<file path="src/rtl/dbg_pkg.sv">
package dbg_pkg;
  localparam int STS_W  = 32;
  localparam int BD_POS = 13;
  localparam int BS_POS = 14;
  localparam int BT_POS = 15;

  function automatic logic [STS_W-1:0] sts_mask(int n_bp);
    logic [STS_W-1:0] m;
    m = '0;
    for (int i = 0; i < n_bp; i++) m[i] = 1'b1;
    m[BD_POS] = 1'b1;
    m[BS_POS] = 1'b1;
    m[BT_POS] = 1'b1;
    return m;
  endfunction
endpackage

</file>
<file path="src/rtl/dbg_bp_eval.sv">
module dbg_bp_eval #(
  parameter int NUM_BP = 4
) (
  input  logic [NUM_BP-1:0] hit_i,
  input  logic [NUM_BP-1:0] is_exec_i,
  input  logic [NUM_BP-1:0] en_i,
  input  logic              rf_i,
  output logic [NUM_BP-1:0] live_o,
  output logic              fire_o,
  output logic              fire_exec_o
);
  logic [NUM_BP-1:0] armed;

  for (genvar i = 0; i < NUM_BP; i++) begin : g_bp
    // resume flag hides instruction matches only
    assign live_o[i] = hit_i[i] & ~(is_exec_i[i] & rf_i);
    assign armed[i]  = live_o[i] & en_i[i];
  end

  assign fire_o      = |armed;
  assign fire_exec_o = |(armed & is_exec_i);
endmodule

</file>
<file path="src/rtl/dbg_cause_merge.sv">
module dbg_cause_merge
  import dbg_pkg::*;
#(
  parameter int NUM_BP = 4
) (
  input  logic [NUM_BP-1:0] live_i,
  input  logic              fire_i,
  input  logic              fire_exec_i,
  input  logic              gd_viol_i,
  input  logic              step_i,
  input  logic              task_i,
  output logic [STS_W-1:0]  set_o,
  output logic              raise_o,
  output logic              fault_o
);
  always_comb begin
    set_o = '0;
    if (fire_i) set_o[NUM_BP-1:0] = live_i;
    set_o[BD_POS] = gd_viol_i;
    set_o[BS_POS] = step_i;
    set_o[BT_POS] = task_i;
  end

  assign raise_o = fire_i | gd_viol_i | step_i | task_i;
  assign fault_o = fire_exec_i | gd_viol_i;
endmodule

</file>
<file path="src/rtl/dbg_ctl_reg.sv">
module dbg_ctl_reg #(
  parameter int NUM_BP = 4,
  localparam int CTL_W = 2 * NUM_BP + 1
) (
  input  logic             clk_i,
  input  logic             rst_ni,
  input  logic             we_i,
  input  logic [CTL_W-1:0] wdata_i,
  input  logic             task_sw_i,
  input  logic             gd_clr_i,
  input  logic             rf_set_i,
  input  logic             insn_done_i,
  output logic [CTL_W-1:0] ctl_o,
  output logic             rf_o
);
  logic [CTL_W-1:0] ctl_d;

  always_comb begin
    ctl_d = we_i ? wdata_i : ctl_o;
    // hardware clears override a same-cycle write
    if (task_sw_i) ctl_d[NUM_BP-1:0] = '0;
    if (gd_clr_i)  ctl_d[2*NUM_BP] = 1'b0;
  end

  always_ff @(posedge clk_i or negedge rst_ni) begin
    if (!rst_ni) begin
      ctl_o <= '0;
      rf_o  <= 1'b0;
    end else begin
      ctl_o <= ctl_d;
      if (rf_set_i)         rf_o <= 1'b1;
      else if (insn_done_i) rf_o <= 1'b0;
    end
  end
endmodule

</file>
<file path="src/rtl/dbg_sts_reg.sv">
module dbg_sts_reg
  import dbg_pkg::*;
#(
  parameter int NUM_BP = 4
) (
  input  logic             clk_i,
  input  logic             rst_ni,
  input  logic             we_i,
  input  logic [STS_W-1:0] wdata_i,
  input  logic [STS_W-1:0] set_i,
  output logic [STS_W-1:0] sts_o
);
  localparam logic [STS_W-1:0] MASK = sts_mask(NUM_BP);

  always_ff @(posedge clk_i or negedge rst_ni) begin
    if (!rst_ni) sts_o <= '0;
    else         sts_o <= ((we_i ? wdata_i : sts_o) | set_i) & MASK;
  end
endmodule

</file>
<file path="src/rtl/dbg_excp_unit.sv">
module dbg_excp_unit
  import dbg_pkg::*;
#(
  parameter int NUM_BP = 4,
  localparam int CTL_W = 2 * NUM_BP + 1
) (
  input  logic              clk_i,
  input  logic              rst_ni,
  input  logic [NUM_BP-1:0] bp_hit_i,
  input  logic [NUM_BP-1:0] bp_is_exec_i,
  input  logic              tf_i,
  input  logic              insn_done_i,
  input  logic              task_sw_i,
  input  logic              task_trap_i,
  input  logic              dr_access_i,
  input  logic              rf_set_i,
  input  logic              ctl_we_i,
  input  logic [CTL_W-1:0]  ctl_wdata_i,
  input  logic              sts_we_i,
  input  logic [STS_W-1:0]  sts_wdata_i,
  output logic [CTL_W-1:0]  ctl_o,
  output logic              rf_o,
  output logic [STS_W-1:0]  sts_o,
  output logic              exc_req_o,
  output logic              exc_fault_o
);
  logic [NUM_BP-1:0] en, live;
  logic              fire, fire_exec, gd_viol, step_evt, task_evt, raise, fault;
  logic [STS_W-1:0]  set_vec;

  assign en       = ctl_o[NUM_BP-1:0] | ctl_o[2*NUM_BP-1:NUM_BP];
  assign gd_viol  = dr_access_i & ctl_o[2*NUM_BP];
  assign step_evt = tf_i & insn_done_i;
  assign task_evt = task_sw_i & task_trap_i;

  dbg_bp_eval #(.NUM_BP(NUM_BP)) u_eval (
    .hit_i(bp_hit_i), .is_exec_i(bp_is_exec_i), .en_i(en), .rf_i(rf_o),
    .live_o(live), .fire_o(fire), .fire_exec_o(fire_exec)
  );

  dbg_cause_merge #(.NUM_BP(NUM_BP)) u_merge (
    .live_i(live), .fire_i(fire), .fire_exec_i(fire_exec),
    .gd_viol_i(gd_viol), .step_i(step_evt), .task_i(task_evt),
    .set_o(set_vec), .raise_o(raise), .fault_o(fault)
  );

  dbg_ctl_reg #(.NUM_BP(NUM_BP)) u_ctl (
    .clk_i(clk_i), .rst_ni(rst_ni), .we_i(ctl_we_i), .wdata_i(ctl_wdata_i),
    .task_sw_i(task_sw_i), .gd_clr_i(gd_viol), .rf_set_i(rf_set_i),
    .insn_done_i(insn_done_i), .ctl_o(ctl_o), .rf_o(rf_o)
  );

  dbg_sts_reg #(.NUM_BP(NUM_BP)) u_sts (
    .clk_i(clk_i), .rst_ni(rst_ni), .we_i(sts_we_i), .wdata_i(sts_wdata_i),
    .set_i(set_vec), .sts_o(sts_o)
  );

  always_ff @(posedge clk_i or negedge rst_ni) begin
    if (!rst_ni) begin
      exc_req_o   <= 1'b0;
      exc_fault_o <= 1'b0;
    end else begin
      exc_req_o   <= raise;
      exc_fault_o <= raise & fault;
    end
  end
endmodule

</file>
<file path="config.mk">
export PLATFORM = sky130hd
export DESIGN_NAME = dbg_excp_unit
export DESIGN_NICKNAME = d
export VERILOG_FILES = /design/src/rtl/dbg_pkg.sv /design/src/rtl/dbg_bp_eval.sv /design/src/rtl/dbg_cause_merge.sv /design/src/rtl/dbg_ctl_reg.sv /design/src/rtl/dbg_sts_reg.sv /design/src/rtl/dbg_excp_unit.sv
export SDC_FILE = /design/constraint.sdc
export NUM_CORES = 1
export LEC_CHECK = 0
export ABC_CLOCK_PERIOD_IN_PS = 1080
export BUFFER_PORTS_ARGS = -buffer_cell sky130_fd_sc_hd__clkbuf_2
export CAP_MARGIN = 0
export CORE_MARGIN = 2
export CORE_UTILIZATION = 32
export DETAILED_ROUTE_END_ITERATION = 7
export GPL_TIMING_DRIVEN = 0
export PLACE_DENSITY = 0.87
export SYNTH_ARGS = -nofsm -noshare
export SYNTH_HDL_FRONTEND = slang
export SYNTH_SLANG_ARGS = --single-unit
</file>
<file path="constraint.sdc">
create_clock -name clk_i -period 1.08 [get_ports clk_i]
set_clock_uncertainty 0.15 [all_clocks]
set_input_delay 0.162 -clock clk_i [delete_from_list [all_inputs] [get_ports clk_i]]
set_output_delay 0.162 -clock clk_i [all_outputs]
set_load 0.005 [all_outputs]
</file>
# ---- After elaboration in Yosys (flattened, before gate mapping)
# Cells that the tools add are included.
# W data, S select, Z words.
dict set report word_totals {
  elab_cells 46
  in_bits 59
  reg_bits 19
  output_inout_bits 44
}
dict set report classes {
  n_bitwise 27
  n_reduce_logical 5
  mux 7
}
# cell n
set op_table {}
lappend op_table {{$and A1 B1 Y1} 16}
lappend op_table {{$mux W16} 1}
lappend op_table {{$or A16 B16 Y16} 1}
lappend op_table {{$mux W9} 1}
lappend op_table {{$mux W4} 2}
lappend op_table {{$reduce_or A4 Y1} 2}
lappend op_table {{$reduce_bool A2 Y1} 3}
lappend op_table {{$and A4 B4 Y4} 1}
lappend op_table {{$not A1 Y1} 4}
lappend op_table {{$or A1 B1 Y1} 4}
lappend op_table {{$or A4 B4 Y4} 1}
lappend op_table {{$mux W1} 3}

# ---- Depth between registers and ports, before layout
# Gate-level depths: netlist (run 1).
dict set report depth {
  ltp_word 9
  depth_mapped 4
  mapped_depth_nobuf 4
}

# ---- Hierarchy
# A second synthesis (run 1) with hierarchy kept.
dict set report hier_totals {
  cells_unflattened 139
  area_unflattened_um2 1361.3
}
# module cells_per_inst area_per_inst_um2 seq_area_each_um2 instances
set by_module_without_submodules {}
lappend by_module_without_submodules {dbg_sts_reg 48 495.5 175.2 1}
lappend by_module_without_submodules {dbg_ctl_reg 27 401.6 250.2 1}
lappend by_module_without_submodules {dbg_cause_merge 35 257.7 0.0 1}
lappend by_module_without_submodules {dbg_bp_eval 19 106.4 0.0 1}
lappend by_module_without_submodules {dbg_excp_unit 10 100.1 50.0 1}

# ---- Worst setup path before layout (run 1)
# No wires, ideal clock.
dict set report synth_timing {
  path_type {register to register}
  from {register u_ctl.rf_o}
  to {register exc_req_o}
  n_path_buf 0
  stages_incl_launch_ff 5
  setup_time_ns 0.131
  t_arrival_ns 0.909
  slack_ns -0.110
  synth_period_minus_slack_ns 1.190
  t_required_ns 0.799
  path_cell_list {dfrtp_1 -> nand2_1 -> o211ai_1 -> o2111a_2 -> nand4_1}
}
dict set report synth_via {
  elab_chain_len 8
}
# element line_no
set synth_lines {}
lappend synth_lines {{from (decl)} dbg_ctl_reg.sv:14} ;# output logic rf_o
lappend synth_lines {{from (signal assigned)} dbg_ctl_reg.sv:28} ;# rf_o <= 1'b0;
lappend synth_lines {{from (signal assigned)} dbg_ctl_reg.sv:31} ;# if (rf_set_i) rf_o <= 1'b1;
lappend synth_lines {{from (signal assigned)} dbg_ctl_reg.sv:32} ;# else if (insn_done_i) rf_o <= 1'b0;
lappend synth_lines {{$and A1 B1 Y1} dbg_bp_eval.sv:16} ;# assign live_o[i] = hit_i[i] & ~(is_exec_i[i] & rf_i);
lappend synth_lines {{$not A1 Y1} dbg_bp_eval.sv:16}
lappend synth_lines {{$and A1 B1 Y1} dbg_bp_eval.sv:16}
lappend synth_lines {{$and A1 B1 Y1} dbg_bp_eval.sv:17} ;# assign armed[i] = live_o[i] & en_i[i];
lappend synth_lines {{$reduce_or A4 Y1 *} dbg_bp_eval.sv:20} ;# assign fire_o = |armed;
lappend synth_lines {{$or A1 B1 Y1 * (3 in series)} dbg_cause_merge.sv:24} ;# assign raise_o = fire_i | gd_viol_i | step_i | task_i;
lappend synth_lines {{via raise} dbg_excp_unit.sv:28} ;# logic fire, fire_exec, gd_viol, step_evt, task_evt, raise, fault;
lappend synth_lines {{to (signal assigned)} dbg_excp_unit.sv:63} ;# exc_req_o <= raise;
lappend synth_lines {{to (decl)} dbg_excp_unit.sv:24} ;# output logic exc_req_o,
# The timed path passes the listed nets; every way through them passes the cells marked *.
# A chain may end at the register's enable or synchronous reset.

# ---- Worst setup path in the final report (run 1)
dict set report layout_timing {
  from {register u_ctl.ctl_o[1]}
  to {register exc_req_o}
}
dict set report layout_via {
  elab_chain_len 6
}
# element line_no
set layout_lines {}
lappend layout_lines {{from (decl)} dbg_ctl_reg.sv:13} ;# output logic [CTL_W-1:0] ctl_o,
lappend layout_lines {{from (signal assigned)} dbg_ctl_reg.sv:30} ;# ctl_o <= ctl_d;
lappend layout_lines {{$or A4 B4 Y4} dbg_excp_unit.sv:31} ;# assign en = ctl_o[NUM_BP-1:0] | ctl_o[2*NUM_BP-1:NUM_BP];
lappend layout_lines {{$and A1 B1 Y1} dbg_bp_eval.sv:17}
lappend layout_lines {{$reduce_or A4 Y1} dbg_bp_eval.sv:20}
lappend layout_lines {{$or A1 B1 Y1 (3 in series)} dbg_cause_merge.sv:24}
lappend layout_lines {{via raise} dbg_excp_unit.sv:28}
# The timed path passes the listed nets, and every way through them passes these cells.

==> results by group, run 1 <==
Clock tree
  • Num Clock Sinks: 19
  • Clock root cell: clkbuf_4
  • Clock Path Buffers: 2
  • H-tree Lvls: 1
  • TritonCTS clock tree: done
  • Clock transition at path regs: 110 ps
  • Worst-skew pair later-pin latency: 290 ps
  • TritonCTS buffer count: 3

Global routing
  • Maximum number of pins on one net before global-route repair: 20
  • First-pass GRT wire length: around 4.3 mm
  • GR Util All Layers: 0.162
  • Number of global-route vias before repair: 965
  • GRT overflow: 0
  • Initial antenna violation count: 0

Route
  • Routed WL: 2.99 mm
  • Via density per instance: 4.08
  • Post-route ant nets: 0
  • TritonRoute pass-1 iters: 4
  • # DRC: 0
  • Vias: 1,049
  • Wire per inst: 11.6 um
  • 1st-iter DRT viols: 6

Yosys
  • Top FF cell, synth: dfrtp_1
  • Async SR Flop Fraction: 1.00
  • Dominant cells by area after synthesis: dfrtp_1 46%, buf_4 18%, mux2i_1 12%
  • Synthesized flop and latch total: 19
  • Mux cell area share after synthesis: 0.159
  • Yosys top cell by area: dfrtp_1
  • Syn avg cell area: ~10 um^2
  • Xor/xnor share of the synthesized area: 0
  • Yosys warns: 0
  • Mapped Cells: 100
  • Adder-cell area share of the yosys netlist: 0
  • Number of synthesized flops with an enable pin: 0
  • Post-synthesis simple-gate area fraction: 0.0784
  • Post-synthesis sequential area ratio: 0.458
  • Largest family of logic cells by synthesized area: buffers and inverters
  • Post-synth top cells: 25 x buf_4, 19 x dfrtp_1, 15 x nand2_1
  • Count leader, synth: buf_4
  • Cell area after synthesis: about 0.0010 mm^2
  • Compound-Gate Fraction of Synth Area: 0.106
  • Post-synth cell types: 16
  • Top cell type's share of synthesized area: 0.458

Job
  • Max_cap viols: 0

Final layout
  • Post-layout util: 0.589
  • Footprint of the multi-input gates: ~460 um^2
  • N_diodes: 0
  • Fill cell count: about 270
  • Area delta synth->final: 74.7%
  • FF+latch area: 477 um^2
  • Post-Layout Cell Count: between 200 and 300
  • Design area: 0.00181 mm^2
  • Share of post-route cells with drive strength above 1: 0.479
  • Final net count: 273

Setup path
  • Reg2reg start: u_ctl.ctl_o[1]
  • Crit Path Max Fanout: 5
  • Critical Path RT: about 1100 ps
  • WP data arrival: 1310 ps
  • CP Launch Type: flip-flop
  • Setup slack, reg-to-reg: -200 ps
  • Worst R2R Path Depth: 3
  • CP Class: reg2reg
  • Crit path capture type: flip-flop
  • Slowest-stage cell, CP: dfrtp_1
  • R2R Path End: exc_req_o
  • Crit-path max cell delay: 440 ps
  • Worst path cell trace: o211ai_1, o2111a_2, nand4_1
  • Critical path origin: u_ctl.ctl_o[1]

Timing
  • Setup ws final: -200 ps
  • Minimum clock period: 1280 ps
  • Hold Slack: -20.2 ps
  • Final hold vios: 1
  • RSZ-0062 raised after global routing: true
  • Fin. max-slew vios: 0
  • Finish-stage setup viols: 26
  • Final worst path period share: 1.19
  • Fmax achieved: 781 MHz

Status
  • Status: finished with violations
  • Failing checks: hold timing, setup timing

Placed design
  • Area of placed instances: 0.00143 mm^2
  • Post-detail-place hpwl: 2.01 mm
  • Port bufs: 50
  • Routability cong.: 0.673
  • DP Cell Count: 218

Floorplanning
  • Core Region: just over 0.003 mm^2
  • Die Span X: 60.9 um
  • Die H: 60.9 um
  • Num rows: 20
  • Die ar.: 0.00371 mm^2
  • Initial core utilization: 0.337
  • I/O pin cnt: 103

Hold path
  • Beginning of the worst hold path: bp_hit_i[3]
  • Hold WC Path Type: in2reg
  • Hold endpoint: u_sts.sts_o[3]
  • Hold path cells: 3

Pwr
  • Total power: 0.00174 W
  • Power Density: 962 mW/mm^2
  • Worst vdd ir: 839 uV
  • Lkg Pwr: 0.996 nW
-- kinds of logic (layout without fill, tap and decap cells) --
logic type / count (synthesis) / after routing
mux: 16 / 16
compound gates: 15 / 15
buf+inv: 28 / 117
other cells: 1 / 25
flops: 19 / 19
simple gates: 21 / 21
-- sequential cells by signal, indices dropped and copies added, names as in the netlist --
signal,cells
u_ctl.rf_o,1
exc_req_o,1
u_ctl.ctl_o,9
u_sts.sts_o,7
exc_fault_o,1
-- routing by layer --
layer	track usage	wire length, um	share of wire
met1	0.164	1090	0.37
met2	0.326	1640	0.55
met3	0.0533	209	0.070
met4	0.0217	40	0.013
met5	0	0	0
-- cell usage in the layout, fill, tap and decap left out, drive strengths merged --
cell type	count
clkbuf	52
buf	38
conb	25
dlygate4sd3	25
dfrtp	19
nand2	15
mux2i	12
o211ai	7
nor2	5
o21ai	4
mux2	4
o2111a	1
nand4	1
a41o	1
a21oi	1
inv	1
a21o	1
clkinv	1
-- worst max-delay path: cells and delay by family (launching register included) --
kind / cells / cell delay [ps]
flops: 1 / 440
compound gates: 2 / 490
simple gates: 1 / 90
-- area by class of cell --
cell class              count  area share
flip-flops and latches     19       0.263
multi-input cells          77       0.253
plain buffers              27       0.109
well taps                  44      0.0304
clock buffers               3      0.0124
repair buffers             85       0.327
inverters                   1     0.00207
clock inverters             1     0.00276
-- metrics by stage --
stage	TNS [ps]	worst slack (ps)
finish	-2360	-200
global route	-4010	-320
CTS	-2240	-208
detailed placement	-1200	-233
global placement	-1120	-221
floorplan	-443	-92.6
-- worst max-delay path by stage --
stage | end | slack (ps) | cells past startpoint
finish | exc_req_o | -200 | 3
global route | exc_req_o | -320 | 4
CTS | u_sts.sts_o[3] | -210 | 4
detailed placement | exc_req_o | -230 | 4
global placement | exc_req_o | -220 | 4
floorplan | u_sts.sts_o[2] | -90 | 4
-- power by group --
group | leakage, nW | switching (W) | internal, W
Combinational | 0.758 | 0.000216 | 0.000333
Sequential | 0.220 | 0.0000551 | 0.000784
Clock | 0.0177 | 0.000216 | 0.000138
Total | 0.996 | 0.000487 | 0.00125
-- timing repair --
item / 4_1_cts / 5_1_grt
hold buffers: 25 / 0
endpoints found under the setup margin: 25 / 26
gates cloned: 0 / 0
buffers inserted: 5 / 5
pin swaps: 1 / 4
hold endpoints to repair: 37 / 0
resized for setup: 1 / 11
Power figures use the tool's default switching activity.
==> run 2, diff against run 1 <==
ABC_CLOCK_PERIOD_IN_PS = 1100   (was 1080)
CELL_PAD_IN_SITES_DETAIL_PLACEMENT = 0   (was not set)
CELL_PAD_IN_SITES_GLOBAL_PLACEMENT = 2   (was not set)
CORE_UTILIZATION = 16   (was 32)
PLACE_DENSITY = 0.86   (was 0.87)
clock period = 1.1 ns   (was 1.08 ns; I/O delays follow)
==> run 2 against run 1 <==
Compared with the run above:
- the flow finishes with violations (setup timing)
- highest routed layer unchanged
- clock-buffer cell count is the same
- final cell count grew 6.6%
- utilization shrank 32 points
- cell area shrank 5.5%
==> results by group, run 2 (synthesized netlist as in run 1, its figures left out) <==
Status
  • Status: finished with violations
  • Failing checks: setup timing

Clock tree
  • Clock root cell: clkbuf_8
  • Num Clock Sinks: 19
  • Worst-skew pair later-pin latency: 250 ps
  • Clock Path Buffers: 2
  • Clock transition at path regs: 80 ps
  • TritonCTS buffer count: 3
  • H-tree Lvls: 1
  • TritonCTS clock tree: done

Timing
  • Setup_tns: -1350 ps
  • Final worst path period share: 1.16
  • Fin. max-slew vios: 0
  • Fmax achieved: 783 MHz
  • Finish-stage setup viols: 15
  • Least-Margin Pin Slew: 511 ps
  • Rel. slew slack: 0.659
  • Minimum clock period: 1280 ps
  • Setup ws final: -178 ps
  • RSZ-0062 raised after global routing: true
  • Final hold vios: 0

Final layout
  • Max FFs per register: 9
  • Post-Layout Cell Count: 274
  • Largest regs: u_ctl.ctl_o (9), u_sts.sts_o (7)
  • FF+latch area: approximately 480 um^2
  • Largest Register: u_ctl.ctl_o
  • Most common cell after layout, fill and taps aside: clkbuf_2
  • Share of post-route cells with drive strength above 1: 0.487
  • Fill cell count: 694
  • Area delta synth->final: 65.1%
  • Design area: approximately 0.0017 mm^2
  • Commonest cells after routing, fill and taps aside: 50 x clkbuf_2, 28 x buf_4, 25 x conb_1
  • N_diodes: 0
  • Footprint of the multi-input gates: around 460 um^2
  • Final net count: between 200 and 300

Floorplanning
  • Initial core utilization: 0.164
  • Num rows: 29
  • Die Span X: 84.5 um
  • I/O pin cnt: 103
  • Die ar.: between 0.007 and 0.008 mm^2
  • Core Region: around 0.0063 mm^2
  • Die H: 84.5 um

Pwr
  • Total power: 0.00177 W
  • Power share of the combinational group: 0.259
  • Sw Ratio: 0.272
  • Lkg Pwr: 0.929 nW
  • Pint: 0.00129 W
  • NetSw: about 0.00048 W
  • Reg power frac: 0.462
  • Clock group share of total power: 0.279
  • Worst vdd ir: 439 uV
  • Power Density: 1040 mW/mm^2

Setup path
  • CP Class: reg2reg
  • R2R Path End: exc_req_o
  • Setup slack, reg-to-reg: -180 ps
  • Worst R2R Path Depth: 4
  • Crit Path Max Fanout: 7
  • Critical Path RT: 1090 ps
  • WP data arrival: 1260 ps
  • Crit path capture type: flip-flop
  • CP Launch Type: flip-flop
  • Reg2reg start: u_ctl.rf_o

Route
  • Via density per instance: 3.53
  • Vias: about 970
  • Wire per inst: ~11 um
  • TritonRoute pass-1 iters: 4
  • Post-route ant nets: 0
  • 1st-iter DRT viols: 12
  • # DRC: 0
  • Routed WL: around 2.9 mm

Placed design
  • Post-detail-place hpwl: 2.33 mm
  • Routability cong.: 0.784
  • Port bufs: 50
  • Area of placed instances: 0.00147 mm^2
  • DP Cell Count: 251

Hold path
  • Beginning of the worst hold path: ctl_wdata_i[1]
  • Hold path cells: 3
  • Hold WC Path Type: in2reg
  • Hold endpoint: u_ctl.ctl_o[1]

Global routing
  • Number of global-route vias before repair: about 940
  • Maximum number of pins on one net before global-route repair: 20
  • First-pass GRT wire length: 4.36 mm
  • GR Util All Layers: 0.0801
  • GRT overflow: 0
  • Initial antenna violation count: 0

Job
  • Max_cap viols: 0
[run 2: cell count changes in the layout (fill, tap and decap cells not counted)]
cell | before | now
clkbuf_2 | 49 | 50
o21ai_1 | 4 | 2
clkbuf_4 | 3 | 0
buf_4 | 32 | 28
dlygate4sd3_1 | 25 | 15
clkbuf_8 | 0 | 3
buf_6 | 4 | 1
o21ai_0 | 0 | 2
[run 2: critical path, stage by stage, from the launching register on]
cell and delay, ps:
dfrtp_2 450, nand2_1 90, o211ai_1 100, o2111a_2 280, nand4_1 80
[run 2: worst max-delay path by stage]
stage / start / to / cells past startpoint
floorplan: u_ctl.rf_o / u_sts.sts_o[2] / 4
global placement: u_ctl.rf_o / exc_req_o / 4
detailed placement: u_ctl.rf_o / u_sts.sts_o[1] / 4
CTS: u_ctl.rf_o / u_sts.sts_o[3] / 4
global route: u_ctl.ctl_o[1] / exc_req_o / 3
finish: u_ctl.rf_o / exc_req_o / 4
[run 2: routing by layer]
metal | global-route usage | part of all wire | vias up
li1 | - | - | 488
met1 | 0.0911 | 0.42 | 433
met2 | 0.146 | 0.50 | 42
met3 | 0.0216 | 0.065 | 4
met4 | 0.0231 | 0.016 | 0
met5 | 0 | 0 | -
[run 2: timing repair]
| item | CTS | global route |
|---|---|---|
| hold buffers | 15 | 0 |
| cloned | 0 | 0 |
| setup buffers | 2 | 2 |
| setup endpoints to repair | 16 | 16 |
| hold endpoints to repair | 36 | 0 |
| gates resized for setup | 2 | 4 |
| pin swaps | 3 | 5 |
[run 2: final cells by class]
| class | instances | share of cell area |
|---|---|---|
| sequential | 19 | 0.278 |
| multi-input combinational | 77 | 0.267 |
| timing repair buffer | 69 | 0.253 |
| buffer | 27 | 0.115 |
| tap | 77 | 0.0562 |
| clock buffer | 3 | 0.0241 |
| clock inverter | 1 | 0.00292 |
| inverter | 1 | 0.00219 |
[run 2: stage by stage]
stage	hold WS (ps)	utilization	setup slack, ps
after global routing	29.1	0.271	-258
after floorplan	-281	-	-72.6
after CTS	2.16	0.267	-192
final	6.54	0.271	-178
after detailed placement	9.23	0.233	-245
after global placement	3.69	0.233	-218
[run 2: power by group through the flow]
stage | combinational, W | clock (W) | sequential (W)
after detailed placement | 0.000392 | 0 | 0.000840
final | 0.000459 | 0.000494 | 0.000820
after global placement | 0.000388 | 0 | 0.000836
after floorplan | 0.000207 | 0 | 0.000836
after CTS | 0.000449 | 0.000526 | 0.000823
after global routing | 0.000514 | 0.000547 | 0.000834
